===== config.mk =====
export PLATFORM = sky130hd
export DESIGN_NAME = serial_rx_status
export DESIGN_NICKNAME = d
export VERILOG_FILES = /design/src/rtl/rx_line_pkg.sv /design/src/rtl/rx_frame_engine.sv /design/src/rtl/rx_line_status.sv /design/src/rtl/serial_rx_status.sv
export SDC_FILE = /design/constraint.sdc
export NUM_CORES = 1
export LEC_CHECK = 0
export BUFFER_PORTS_ARGS = -buffer_cell sky130_fd_sc_hd__buf_2
export CORE_ASPECT_RATIO = 1.4
export CORE_MARGIN = 2
export CORE_UTILIZATION = 25
export CTS_CLUSTER_DIAMETER = 30
export DETAILED_ROUTE_END_ITERATION = 8
export PLACE_DENSITY = 0.4
export SYNTH_ARGS = -nofsm -noshare
export SYNTH_HDL_FRONTEND = slang
export SYNTH_SLANG_ARGS = --single-unit

===== constraint.sdc =====
create_clock -name clk -period 2.2 [get_ports clk]
set_input_delay 0.33 -clock clk [delete_from_list [all_inputs] [get_ports clk]]
set_output_delay 0.33 -clock clk [all_outputs]
set_load 0.1 [all_outputs]

===== src/rtl/rx_line_pkg.sv =====
package rx_line_pkg;
    parameter int unsigned RX_WORD_W = 8;

    typedef enum logic [2:0] {
        ST_IDLE,
        ST_START,
        ST_DATA,
        ST_PAR,
        ST_STOP,
        ST_WAIT_HIGH
    } rx_state_e;

    typedef struct packed {
        logic [RX_WORD_W-1:0] word;
        logic                 perr;
        logic                 ferr;
        logic                 brk;
    } rx_frame_t;
endpackage


===== src/rtl/rx_frame_engine.sv =====
module rx_frame_engine
    import rx_line_pkg::*;
#(
    parameter int unsigned OVERSAMPLE = 16
) (
    input  logic      clk,
    input  logic      rst_n,
    input  logic      tick,
    input  logic      rxd,
    input  logic [5:0] lcr,
    output logic      frame_done,
    output rx_frame_t frame
);
    localparam int unsigned CW = $clog2(OVERSAMPLE);
    localparam logic [CW-1:0] MID  = CW'(OVERSAMPLE / 2 - 1);
    localparam logic [CW-1:0] LAST = CW'(OVERSAMPLE - 1);

    typedef struct packed {
        rx_state_e            st;
        logic [CW-1:0]        cnt;
        logic [2:0]           idx;
        logic [RX_WORD_W-1:0] sh;
        logic                 par;
        logic                 allz;
        logic [1:0]           sync;
        logic                 done;
        rx_frame_t            frm;
    } eng_t;

    eng_t eng_d, eng_q;
    logic line;
    logic [2:0] last_idx;
    logic [2:0] shamt;
    logic exp_par;

    assign line     = eng_q.sync[1];
    assign last_idx = 3'd4 + {1'b0, lcr[1:0]};
    assign shamt    = 3'd7 - last_idx;
    assign exp_par  = lcr[5] ? ~lcr[4] : (lcr[4] ? eng_q.par : ~eng_q.par);

    always_comb begin
        eng_d      = eng_q;
        eng_d.done = 1'b0;
        eng_d.sync = {eng_q.sync[0], rxd};
        if (tick) begin
            case (eng_q.st)
                ST_IDLE: begin
                    if (!line) begin
                        eng_d.st  = ST_START;
                        eng_d.cnt = '0;
                    end
                end
                ST_START: begin
                    if (eng_q.cnt == MID) begin
                        eng_d.cnt = '0;
                        if (line) begin
                            eng_d.st = ST_IDLE;
                        end else begin
                            eng_d.st       = ST_DATA;
                            eng_d.idx      = '0;
                            eng_d.par      = 1'b0;
                            eng_d.allz     = 1'b1;
                            eng_d.frm.perr = 1'b0;
                        end
                    end else begin
                        eng_d.cnt = eng_q.cnt + 1'b1;
                    end
                end
                ST_DATA: begin
                    if (eng_q.cnt == LAST) begin
                        eng_d.cnt  = '0;
                        eng_d.sh   = {line, eng_q.sh[RX_WORD_W-1:1]};
                        eng_d.par  = eng_q.par ^ line;
                        eng_d.allz = eng_q.allz & ~line;
                        if (eng_q.idx == last_idx) begin
                            eng_d.st = lcr[3] ? ST_PAR : ST_STOP;
                        end else begin
                            eng_d.idx = eng_q.idx + 1'b1;
                        end
                    end else begin
                        eng_d.cnt = eng_q.cnt + 1'b1;
                    end
                end
                ST_PAR: begin
                    if (eng_q.cnt == LAST) begin
                        eng_d.cnt      = '0;
                        eng_d.allz     = eng_q.allz & ~line;
                        eng_d.frm.perr = (line != exp_par);
                        eng_d.st       = ST_STOP;
                    end else begin
                        eng_d.cnt = eng_q.cnt + 1'b1;
                    end
                end
                ST_STOP: begin
                    if (eng_q.cnt == LAST) begin
                        eng_d.cnt      = '0;
                        eng_d.done     = 1'b1;
                        eng_d.frm.word = eng_q.sh >> shamt;
                        eng_d.frm.ferr = ~line;
                        eng_d.frm.brk  = eng_q.allz & ~line;
                        eng_d.st       = line ? ST_IDLE : ST_WAIT_HIGH;
                    end else begin
                        eng_d.cnt = eng_q.cnt + 1'b1;
                    end
                end
                ST_WAIT_HIGH: begin
                    if (line) eng_d.st = ST_IDLE;
                end
                default: eng_d.st = ST_IDLE;
            endcase
        end
    end

    always_ff @(posedge clk or negedge rst_n) begin
        if (!rst_n) begin
            eng_q      <= '0;
            eng_q.st   <= ST_IDLE;
            eng_q.sync <= 2'b11;
        end else begin
            eng_q <= eng_d;
        end
    end

    assign frame_done = eng_q.done;
    assign frame      = eng_q.frm;

    // a start edge that is gone at mid-bit sends the receiver back to idle
    a_r11_glitch_to_idle: assert property (@(posedge clk) disable iff (!rst_n)
        (tick && eng_q.st == ST_START && eng_q.cnt == MID && line) |=> eng_q.st == ST_IDLE);

    // a break is always reported as a framing error too
    a_r7_break_has_ferr: assert property (@(posedge clk) disable iff (!rst_n)
        (eng_q.done && eng_q.frm.brk) |-> eng_q.frm.ferr);

    // a low stop bit holds off the next start until the line is high again
    a_r7_wait_high: assert property (@(posedge clk) disable iff (!rst_n)
        (eng_q.st == ST_WAIT_HIGH && !line) |=> eng_q.st == ST_WAIT_HIGH);
endmodule


===== src/rtl/rx_line_status.sv =====
module rx_line_status
    import rx_line_pkg::*;
(
    input  logic                 clk,
    input  logic                 rst_n,
    input  logic                 frame_done,
    input  rx_frame_t            frame,
    input  logic                 rd_data,
    input  logic                 rd_status,
    input  logic                 tx_hold_empty,
    input  logic                 tx_idle,
    output logic [RX_WORD_W-1:0] rx_word,
    output logic [7:0]           status
);
    typedef struct packed {
        logic [RX_WORD_W-1:0] hold;
        logic dr;
        logic oe;
        logic pe;
        logic fe;
        logic bi;
    } stat_t;

    stat_t st_d, st_q;

    always_comb begin
        st_d = st_q;
        if (rd_data) st_d.dr = 1'b0;
        if (rd_status) begin
            st_d.oe = 1'b0;
            st_d.pe = 1'b0;
            st_d.fe = 1'b0;
            st_d.bi = 1'b0;
        end
        if (frame_done) begin
            if (st_q.dr && !rd_data) begin
                st_d.oe = 1'b1;
            end else begin
                st_d.hold = frame.word;
                st_d.dr   = 1'b1;
                st_d.pe   = st_d.pe | frame.perr;
                st_d.fe   = st_d.fe | frame.ferr;
                st_d.bi   = st_d.bi | frame.brk;
            end
        end
    end

    always_ff @(posedge clk or negedge rst_n) begin
        if (!rst_n) st_q <= '0;
        else        st_q <= st_d;
    end

    assign rx_word = st_q.hold;
    assign status  = {st_q.pe | st_q.fe | st_q.bi, tx_idle, tx_hold_empty,
                      st_q.bi, st_q.fe, st_q.pe, st_q.oe, st_q.dr};

    a_r2_load_word: assert property (@(posedge clk) disable iff (!rst_n)
        (frame_done && !st_q.dr) |=> (st_q.dr && st_q.hold == $past(frame.word)));

    a_r4_keep_on_overrun: assert property (@(posedge clk) disable iff (!rst_n)
        (frame_done && st_q.dr && !rd_data) |=> (st_q.oe && $stable(st_q.hold)));

    a_r3_dr_clears: assert property (@(posedge clk) disable iff (!rst_n)
        (rd_data && !frame_done) |=> !st_q.dr);

    a_r8_flags_clear: assert property (@(posedge clk) disable iff (!rst_n)
        (rd_status && !frame_done) |=> !(st_q.oe | st_q.pe | st_q.fe | st_q.bi));
endmodule


===== src/rtl/serial_rx_status.sv =====
module serial_rx_status
    import rx_line_pkg::*;
#(
    parameter int unsigned OVERSAMPLE = 16
) (
    input  logic       clk,
    input  logic       rst_n,
    input  logic       os_tick,
    input  logic       rx_line,
    input  logic [5:0] line_ctrl,
    input  logic       rd_data_stb,
    input  logic       rd_status_stb,
    input  logic       tx_hold_empty,
    input  logic       tx_idle,
    output logic [7:0] rx_word,
    output logic [7:0] line_status
);
    logic      frame_done;
    rx_frame_t frame;

    rx_frame_engine #(.OVERSAMPLE(OVERSAMPLE)) u_engine (
        .clk        (clk),
        .rst_n      (rst_n),
        .tick       (os_tick),
        .rxd        (rx_line),
        .lcr        (line_ctrl),
        .frame_done (frame_done),
        .frame      (frame)
    );

    rx_line_status u_status (
        .clk           (clk),
        .rst_n         (rst_n),
        .frame_done    (frame_done),
        .frame         (frame),
        .rd_data       (rd_data_stb),
        .rd_status     (rd_status_stb),
        .tx_hold_empty (tx_hold_empty),
        .tx_idle       (tx_idle),
        .rx_word       (rx_word),
        .status        (line_status)
    );
endmodule


==> results of run 1 <==
[report_power, final]
part	internal, W	switching [W]
registers	0.000971	0.000126
clock network	0.000421	0.000327
logic	0.000297	0.000305
total	0.00169	0.000757
[area by class of cell]
cell class | count | share of cell area (%)
Clock inverter | 3 | 0.693
Multi-Input combinational cell | 143 | 37.9
Sequential cell | 47 | 43.5
Tap cell | 107 | 4.94
Inverter | 11 | 1.52
Timing Repair Buffer | 31 | 6.83
Clock buffer | 5 | 4.62
[flip-flops by register name, summed over array words and instances, names as in the netlist]
register / flops
u_engine.eng_q: 21
u_engine.eng_d: 1
u_status.rx_word: 8
u_engine.frame: 11
u_status.status: 5
u_engine.frame_done: 1
[kinds of logic after synthesis]
group	after synthesis	share of synthesized area, %
adder cells (fa/ha/maj)	2	1.08
XOR/XNOR	5	1.89
AND/OR/NAND/NOR	57	13.3
buffers and inverters	22	5.01
AO/OA/AOI/OAI	53	15.7
flip-flops	47	50.8
multiplexers	26	12.3
[through the flow]
stage	utilization, %	cells	power [W]	hold slack [ns]	instance area, um2
floorplan	-	212	0.00157	0.0344	2320
global placement	28.4	339	0.00173	0.344	2570
detailed placement	28.4	339	0.00173	0.348	2570
CTS	30.0	347	0.00251	0.0289	2710
global route	30.0	347	0.00265	0.0385	2710
finish	30.0	347	0.00245	0.0218	2710
[worst paths after layout]
| check | end | slack, ns | cells past startpoint |
|---|---|---|---|
| worst min-delay path | u_engine.frame[3] | 0.02 | 2 |
| min in group clk | u_engine.eng_d[13] | 0.14 | 1 |
| worst max register to register | u_engine.eng_q[25] | 0.35 | 7 |
| max in group asynchronous | u_engine.eng_q[13] | 1.90 | 2 |
| worst max-delay path | u_engine.eng_q[25] | 0.35 | 7 |
| worst min register to register | u_engine.eng_q[13] | 0.36 | 0 |
[layer usage]
layer,track usage [%],routed length (um)
met4,3.87,64
met3,2.73,158
met1,12.7,2120
met5,0,0
met2,17.0,2300
[layout by cell type, fill, tap and decap left out, types with 3 or more instances in the layout]
master	n
mux2_1	6
nand2_1	21
o21ai_0	20
dfrtp_1	45
clkbuf_16	5
buf_4	6
nand2b_1	3
a21oi_1	4
o21a_1	4
inv_1	11
nor2_1	5
buf_2	24
nand3_1	9
mux2i_1	6
mux2_2	14
xnor2_1	4
a21o_1	3
==> metrics, run 1 <==
Rows around 40; ys async rst share 100%; final hold vios 0; r2r startpoint u_engine.eng_q[27]; CP top delay family simple AND/OR/NAND/NOR gates; worst hold path class input pin to async pin; share of cells above drive strength 1 approximately 28%; Yosys reg bits 47; CP max stage delay 0.40 ns; initial antenna violation count 0; WS Path Type flip-flop to flip-flop; Mean Syn Cell Area approximately 11 um2; synth-to-layout area growth 16.7%; vias in the first global route 1,673; clk buf depth 2; clock latency on the worst-skew pair between 0.2 and 0.3 ns; CP Launch Type flip-flop; Cell Area, Synth between 2000 and 2500 um2; Crit path top cell by count buf_4; Max Freq roughly 540 MHz; WP data required roughly 2.4 ns; Initial Util about a quarter; multi-input logic area between 1000 and 1500 um2; Final TNS setup 0 ns; max_cap viols 0; total CTS buffers 5; Buf+Inv Stages, Crit Path 2; initial DRC count 66; Clock Skew 0.00444 ns; fin nets about 260; Rel. slew slack around two thirds; syn_nets around 230; gr usage total between 10% and 20%; Clock Root Buffer clkbuf_16; Hold Buf Count CTS 0; die area between 10,000 and 15,000 um2; fin crit share 84.1%; Syn. warnings 0; count leader, synth dfrtp_1; pin count of the biggest net entering global routing between 40 and 50; VDD IR max 0.000302 V; commonest cells in the synthesized netlist 45 x dfrtp_1, 21 x nand2_1, 20 x o21ai_0; WL final ~4.6 mm; Post-synth EDFFs 0; slowest cell on the critical path dfrtp_1; Mapped Cells between 200 and 250; DR vias/cell approximately 4.6; Tmin final ~1.9 ns; max-slew violation count 0; post-cts sizing count 0; CORE AREA about 9000 um2; post-synth top area share 48.5%; first-pass GRT wire length 8.27 mm; endpoint type of the worst setup path flip-flop; crit path DAT roughly 2.0 ns; worst slew pin tran 0.487 ns; ANT cells 0; Die Y-Extent between 100 and 150 um; DRC Markers 0; main flop type after synthesis dfrtp_1; clock-pin slew on the worst setup and hold paths ~0.070 ns; RSZ-0062 raised after global routing no; CTS tree done; top post-synthesis cells by area dfrtp_1 48%, mux2_2 6.8%, o21ai_0 4.3%; H-tree levels 2; Leakage 1.31 nW; sequential share of the synthesized area between 50% and 60%; CP Launch Point u_engine.eng_q[27]; Fillers between 900 and 1,000; Unique masters post-synth 56; status completed; DP HPWL between 3 and 4 mm; Setup Fix Bufs, Post-CTS 0; CP max FO 10; area leader, netlist dfrtp_1; ANT nets after route 0; Final WS setup ~0.35 ns; final setup fails 0; register area 1180 um2; PortBufs 24; Congestion Overflow GR 0; CP Cell Sequence ha_1 > and3_2 > and3_1 > buf_4 > buf_4 > a32oi_1 > o21ai_0; chip width 85.5 um; pre-CTS WS 0.350 ns; gpl congestion roughly 0.74; DR vias 1,586; I/O Pins 30; DR pass1 iterations 4; CTS Sinks 47; PD cells approximately 900 nW/um2; wire per inst around 13 um
(Power assumes the default switching activity.)
==> run 2, diff against run 1 <==
clock period = 1.8 ns   (was 2.2 ns; I/O delays follow)
==> run 2 against run 1 <==
  * Hold slack improved by 0.060 ns
  * Non-clock buffer count up 11
  * Critical endpoint is now u_engine.eng_q[32]
  * Critical path depth is 1 lower
  * Via count grew 4.3%
  * First-iteration DRC count grew 15%
  * Critical path type unchanged
  * Sequential cell count unchanged
==> metrics, run 2 (same netlist as run 1, synthesis figures left out) <==
Max Freq 586 MHz (+8.5%); crit path DAT 1.88 ns (-0.13 ns); WS Path Type flip-flop to flip-flop; Die Y-Extent 118 um (unchanged); gr usage total 10.3% (about the same); r2r startpoint u_engine.eng_q[27]; CTS Sinks 47 (unchanged); share of cells above drive strength 1 31.1% (+3.6 points); Worst R2R Setup Slack 0.09 ns (-0.26 ns); vias in the first global route 1,703 (+1.8%); final setup fails 0 (unchanged); met3 Use GR 2.88% (+0.14 points); DP Cell Count 349 (+2.9%); DR pass1 iterations 4 (unchanged); hold depth 1; fin crit share 94.8% (+11 points); minimum hold slack 0.0818 ns (+0.0599 ns); WP data required 1.97 ns (-0.39 ns); total CTS buffers 5 (unchanged); DR vias 1,654 (+4.3%); clk buf depth 2 (unchanged); first-pass GRT wire length 8.17 mm (-1.2%); CP Launch Type flip-flop; I/O Pins 30 (unchanged); clock-pin slew on the worst setup and hold paths 0.06 ns (about the same); Final TNS setup 0 ns (unchanged); hold path startpoint rx_line; PD cells 1090 nW/um2 (+21%); Congestion Overflow GR 0 (unchanged); status completed; worst reg2reg endpoint u_engine.eng_q[32]; Final WS setup 0.0938 ns (-0.255 ns); worst slew pin tran 0.486 ns (-0.000953 ns); die area 10,100 um2 (unchanged); WL final 4.76 mm (+2.5%); GRT Max-Usage Layer met2; commonest non-fill, non-tap cells in the layout 44 x dfrtp_1, 24 x buf_2, 21 x nand2_1; met2 usage 17.2% (+0.15 points); synth-to-layout area growth 21.4%; fin nets 266 (+4.3%); wire per inst 13.3 um (-0.61%); VDD IR max 0.000426 V (+41%); chip width 85.5 um (unchanged); CORE AREA 9030 um2 (unchanged); pre-CTS WS 0.0355 ns (-0.314 ns); ANT nets after route 0 (unchanged); RSZ-0062 raised after global routing no; PortBufs 24 (unchanged); hold worst-path end u_engine.eng_d[13]; Rel. slew slack 67.8% (about the same); final hold vios 0 (unchanged); Clock Skew 0.00499 ns (+0.000554 ns); initial antenna violation count 0 (unchanged); DR vias/cell 4.62 (+1.1%); clock latency on the worst-skew pair 0.29 ns (about the same); worst hold path class input pin to flip-flop; Largest register FFs 21 (unchanged); H-tree levels 2 (unchanged); CP max FO 4 (-6); CTS tree done; R2R depth 6 (-1); pin count of the biggest net entering global routing 48 (unchanged); Tmin final 1.71 ns (-0.145 ns); ANT cells 0 (unchanged); gpl congestion 0.736 (-0.85%); M1 GR Usage 11.7% (-0.98 points); DRC Markers 0 (unchanged); endpoint type of the worst setup path flip-flop; commonest non-fill, non-tap cell in the layout dfrtp_1; Leakage 1.38 nW (+4.9%); max_cap viols 0 (unchanged); final cell count without fillers 358 (+3.2%); Biggest register u_engine.eng_q; Fillers 956 (+1.6%); DP HPWL 3.52 mm (+4.3%); Clock Root Buffer clkbuf_16; Initial Util 25.7% (unchanged); max-slew violation count 0 (unchanged); initial DRC count 76 (+15%); Rows 41 (unchanged)
-- run 2: worst max-delay path by stage --
stage                                  start            endpoint  slack [ns]  cells past startpoint
final                     u_engine.eng_q[27]  u_engine.eng_q[32]        0.09                      6
after global routing      u_engine.eng_q[27]  u_engine.eng_q[32]        0.02                      6
after global placement    u_engine.eng_q[28]  u_engine.eng_q[24]        0.04                      6
after CTS                 u_engine.eng_q[28]  u_engine.eng_q[24]        0.04                      6
after detailed placement  u_engine.eng_q[28]  u_engine.eng_q[24]        0.04                      6
after floorplan           u_status.status[2]      line_status[7]        0.04                      2
-- run 2: layer usage --
metal / part of all wire (%) / wire, um
met2: 49 / 2360
met3: 3.4 / 161
met5: 0 / 0
met4: 2.8 / 133
met1: 44 / 2110
-- run 2: layout make-up --
cell class              instances  area (um2)  share of cell area (%)
flip-flops and latches         47        1180                    41.9
multi-input cells             143        1030                    36.7
repair buffers                 42         283                    10.0
clock buffers                   7         143                    5.06
well taps                     107         134                    4.75
inverters                      11        41.3                    1.46
clock inverters                 1        5.00                   0.178
-- run 2: critical path, stage by stage (launching register included) --
cell	delay [ns]
dfrtp_1	0.38
ha_1	0.24
and3_2	0.26
buf_4	0.16
a21oi_4	0.16
nor2_2	0.08
a221o_1	0.31
-- run 2: stage by stage --
| stage | utilization (%) | area, um2 | power (W) |
|---|---|---|---|
| 2_1_floorplan | - | 2330 | 0.00192 |
| 3_3_place_gp | 29.5 | 2660 | 0.00217 |
| 3_5_place_dp | 29.5 | 2660 | 0.00217 |
| 4_1_cts | 31.2 | 2820 | 0.00314 |
| 5_1_grt | 31.2 | 2820 | 0.00330 |
| 6_report | 31.2 | 2820 | 0.00308 |
-- run 2: power by group --
group	leakage (nW)	internal, W	total [W]	switching (W)
Sequential	0.621	0.00119	0.00132	0.000133
Clock	0.0739	0.000551	0.000937	0.000386
Combinational	0.684	0.000411	0.000818	0.000407
-- run 2: repair_timing --
action / in CTS / in global routing
hold buffers: 1 / 0
setup buffers: 0 / 0
resized for setup: 0 / 1
endpoints found under the setup margin: 0 / 11
hold endpoints to repair: 45 / 0
==> run 3, diff against run 2 <==
PLACE_DENSITY = 0.48   (was 0.4)
==> run 3 against run 2 <==
  * Hold slack lost 0.0034 ns
  * Largest power group unchanged
  * Via count grew 0.48%
  * Critical path depth shrank 1
  * Critical endpoint is now u_engine.eng_q[31]
==> metrics, run 3 (same netlist as run 1, synthesis figures left out) <==
hold worst-path end u_engine.eng_d[13]; clock-pin slew on the worst setup and hold paths 0.06 ns (about the same); initial DRC count 38 (-50%); H-tree levels 2 (unchanged); status completed; DR vias 1,662 (+0.48%); ANT nets after route 0 (unchanged); final cell count without fillers 361 (+0.84%); crit path DAT 1.88 ns (about the same); hold path startpoint rx_line; final hold vios 0 (unchanged); Worst R2R Setup Slack 0.08 ns (about the same); DR vias/cell 4.60 (-0.35%); WP data required 1.97 ns (about the same); Biggest register u_engine.eng_q; Leakage 1.39 nW (+0.74%); DRC Markers 0 (unchanged); Max Freq 583 MHz (-0.61%); I/O Pins 30 (unchanged); clk buf depth 2 (unchanged); gr usage total 10.1% (-0.23 points); worst hold path class input pin to flip-flop; synth-to-layout area growth 22.4%; Rel. slew slack 67.9% (about the same); pin count of the biggest net entering global routing 20 (-58%); minimum hold slack 0.0784 ns (-0.00335 ns); first-pass GRT wire length 7.99 mm (-2.2%); fin nets 269 (+1.1%); WS Path Type flip-flop to flip-flop; CP top delay family simple AND/OR/NAND/NOR gates; VDD IR max 0.000544 V (+28%); hold depth 1 (unchanged); ANT cells 0 (unchanged); Setup Fix Bufs, Post-CTS 0 (unchanged); Clock Root Buffer clkbuf_16; Largest register FFs 21 (unchanged); clock latency on the worst-skew pair 0.28 ns (about the same); R2R depth 5 (-1); CORE AREA 9030 um2 (unchanged); final setup fails 0 (unchanged); Tmin final 1.72 ns (+0.0105 ns); worst reg2reg endpoint u_engine.eng_q[31]; RSZ-0062 raised after global routing no; max-slew violation count 0 (unchanged); DP Cell Count 352 (+0.86%); Die Y-Extent 118 um (unchanged); r2r startpoint u_engine.eng_q[32]; CP max stage delay 0.43 ns (+0.05 ns); CP max FO 4 (unchanged); initial antenna violation count 0 (unchanged); CTS Sinks 47 (unchanged); CP Launch Type flip-flop; die area 10,100 um2 (unchanged); Congestion Overflow GR 0 (unchanged); max_cap viols 0 (unchanged); PD cells 1080 nW/um2 (-0.68%); Clock Skew 0.00298 ns (-0.00201 ns); gpl congestion 0.775 (+5.3%); CP Cell Sequence buf_4 > or3b_1 > a21oi_4 > nor2_2 > mux2_1; total CTS buffers 5 (unchanged); wire per inst 12.9 um (-3.1%); fin crit share 95.4% (+0.58 points); commonest non-fill, non-tap cell in the layout dfrtp_1; vias in the first global route 1,649 (-3.2%); DR pass1 iterations 4 (unchanged); slowest cell on the critical path dfrtp_1; Rows 41 (unchanged); endpoint type of the worst setup path flip-flop; Buf+Inv Stages, Crit Path 1 (unchanged); DP HPWL 3.55 mm (+0.99%); commonest non-fill, non-tap cells in the layout 44 x dfrtp_1, 24 x buf_2, 21 x nand2_1; worst slew pin tran 0.485 ns (-0.00102 ns); PortBufs 24 (unchanged); WL final 4.65 mm (-2.3%); share of cells above drive strength 1 32.7% (+1.6 points); Final TNS setup 0 ns (unchanged); chip width 85.5 um (unchanged); CTS tree done; Initial Util 25.7% (unchanged)
[run 3: changes by cell type in the layout (fill, tap and decap cells not counted), sizes merged]
cell / change
buf: +3
clkbuf: -2
clkinv: +1
inv: +1
[run 3: area by class of cell]
| cell class | instances | area, um2 |
|---|---|---|
| Fill cell | 932 | 6190 |
| Sequential cell | 47 | 1180 |
| Multi-Input combinational cell | 143 | 1050 |
| Timing Repair Buffer | 45 | 297 |
| Tap cell | 107 | 134 |
| Clock buffer | 5 | 125 |
| Inverter | 11 | 41.3 |
| Clock inverter | 3 | 18.8 |
[run 3: timing repair]
action	4_1_cts	5_1_grt
endpoints found under the hold margin	15	0
hold buffers	1	0
setup endpoints to repair	0	10
gates resized for setup	0	4
[run 3: report_power, final]
part           internal, W  total (W)  switching [W]
clock             0.000515   0.000912       0.000397
sequential         0.00119    0.00130       0.000111
combinational     0.000431   0.000870       0.000439
total              0.00213    0.00308       0.000947
[run 3: stage by stage]
step           setup slack (ns)  utilization [%]  total power [W]  instance area (um2)
2_1_floorplan            0.0428                -          0.00192                 2330
3_3_place_gp             0.0850             29.6          0.00217                 2670
3_5_place_dp             0.0975             29.6          0.00218                 2670
4_1_cts                  0.0770             31.3          0.00312                 2820
5_1_grt                  0.0125             31.5          0.00331                 2840
6_report                 0.0833             31.5          0.00308                 2840
[run 3: worst max path at each step]
| stage | start | endpoint | slack [ns] | depth (start not counted) |
|---|---|---|---|---|
| after CTS | u_engine.eng_q[32] | u_engine.eng_q[16] | 0.08 | 3 |
| after detailed placement | u_engine.eng_q[33] | u_engine.eng_q[16] | 0.1 | 3 |
| final | u_engine.eng_q[32] | u_engine.eng_q[31] | 0.08 | 5 |
| after floorplan | u_status.status[2] | line_status[7] | 0.04 | 2 |
| after global routing | u_engine.eng_q[32] | u_engine.eng_q[31] | 0.01 | 5 |
| after global placement | u_engine.eng_q[33] | u_engine.eng_q[16] | 0.08 | 3 |
[run 3: layer usage]
layer	share of wire (%)	routed length, um	global-route usage, %
met1	43	2020	12.4
met2	52	2400	16.7
met3	2.8	132	2.17
met4	2.1	99	4.46
met5	0	0	0
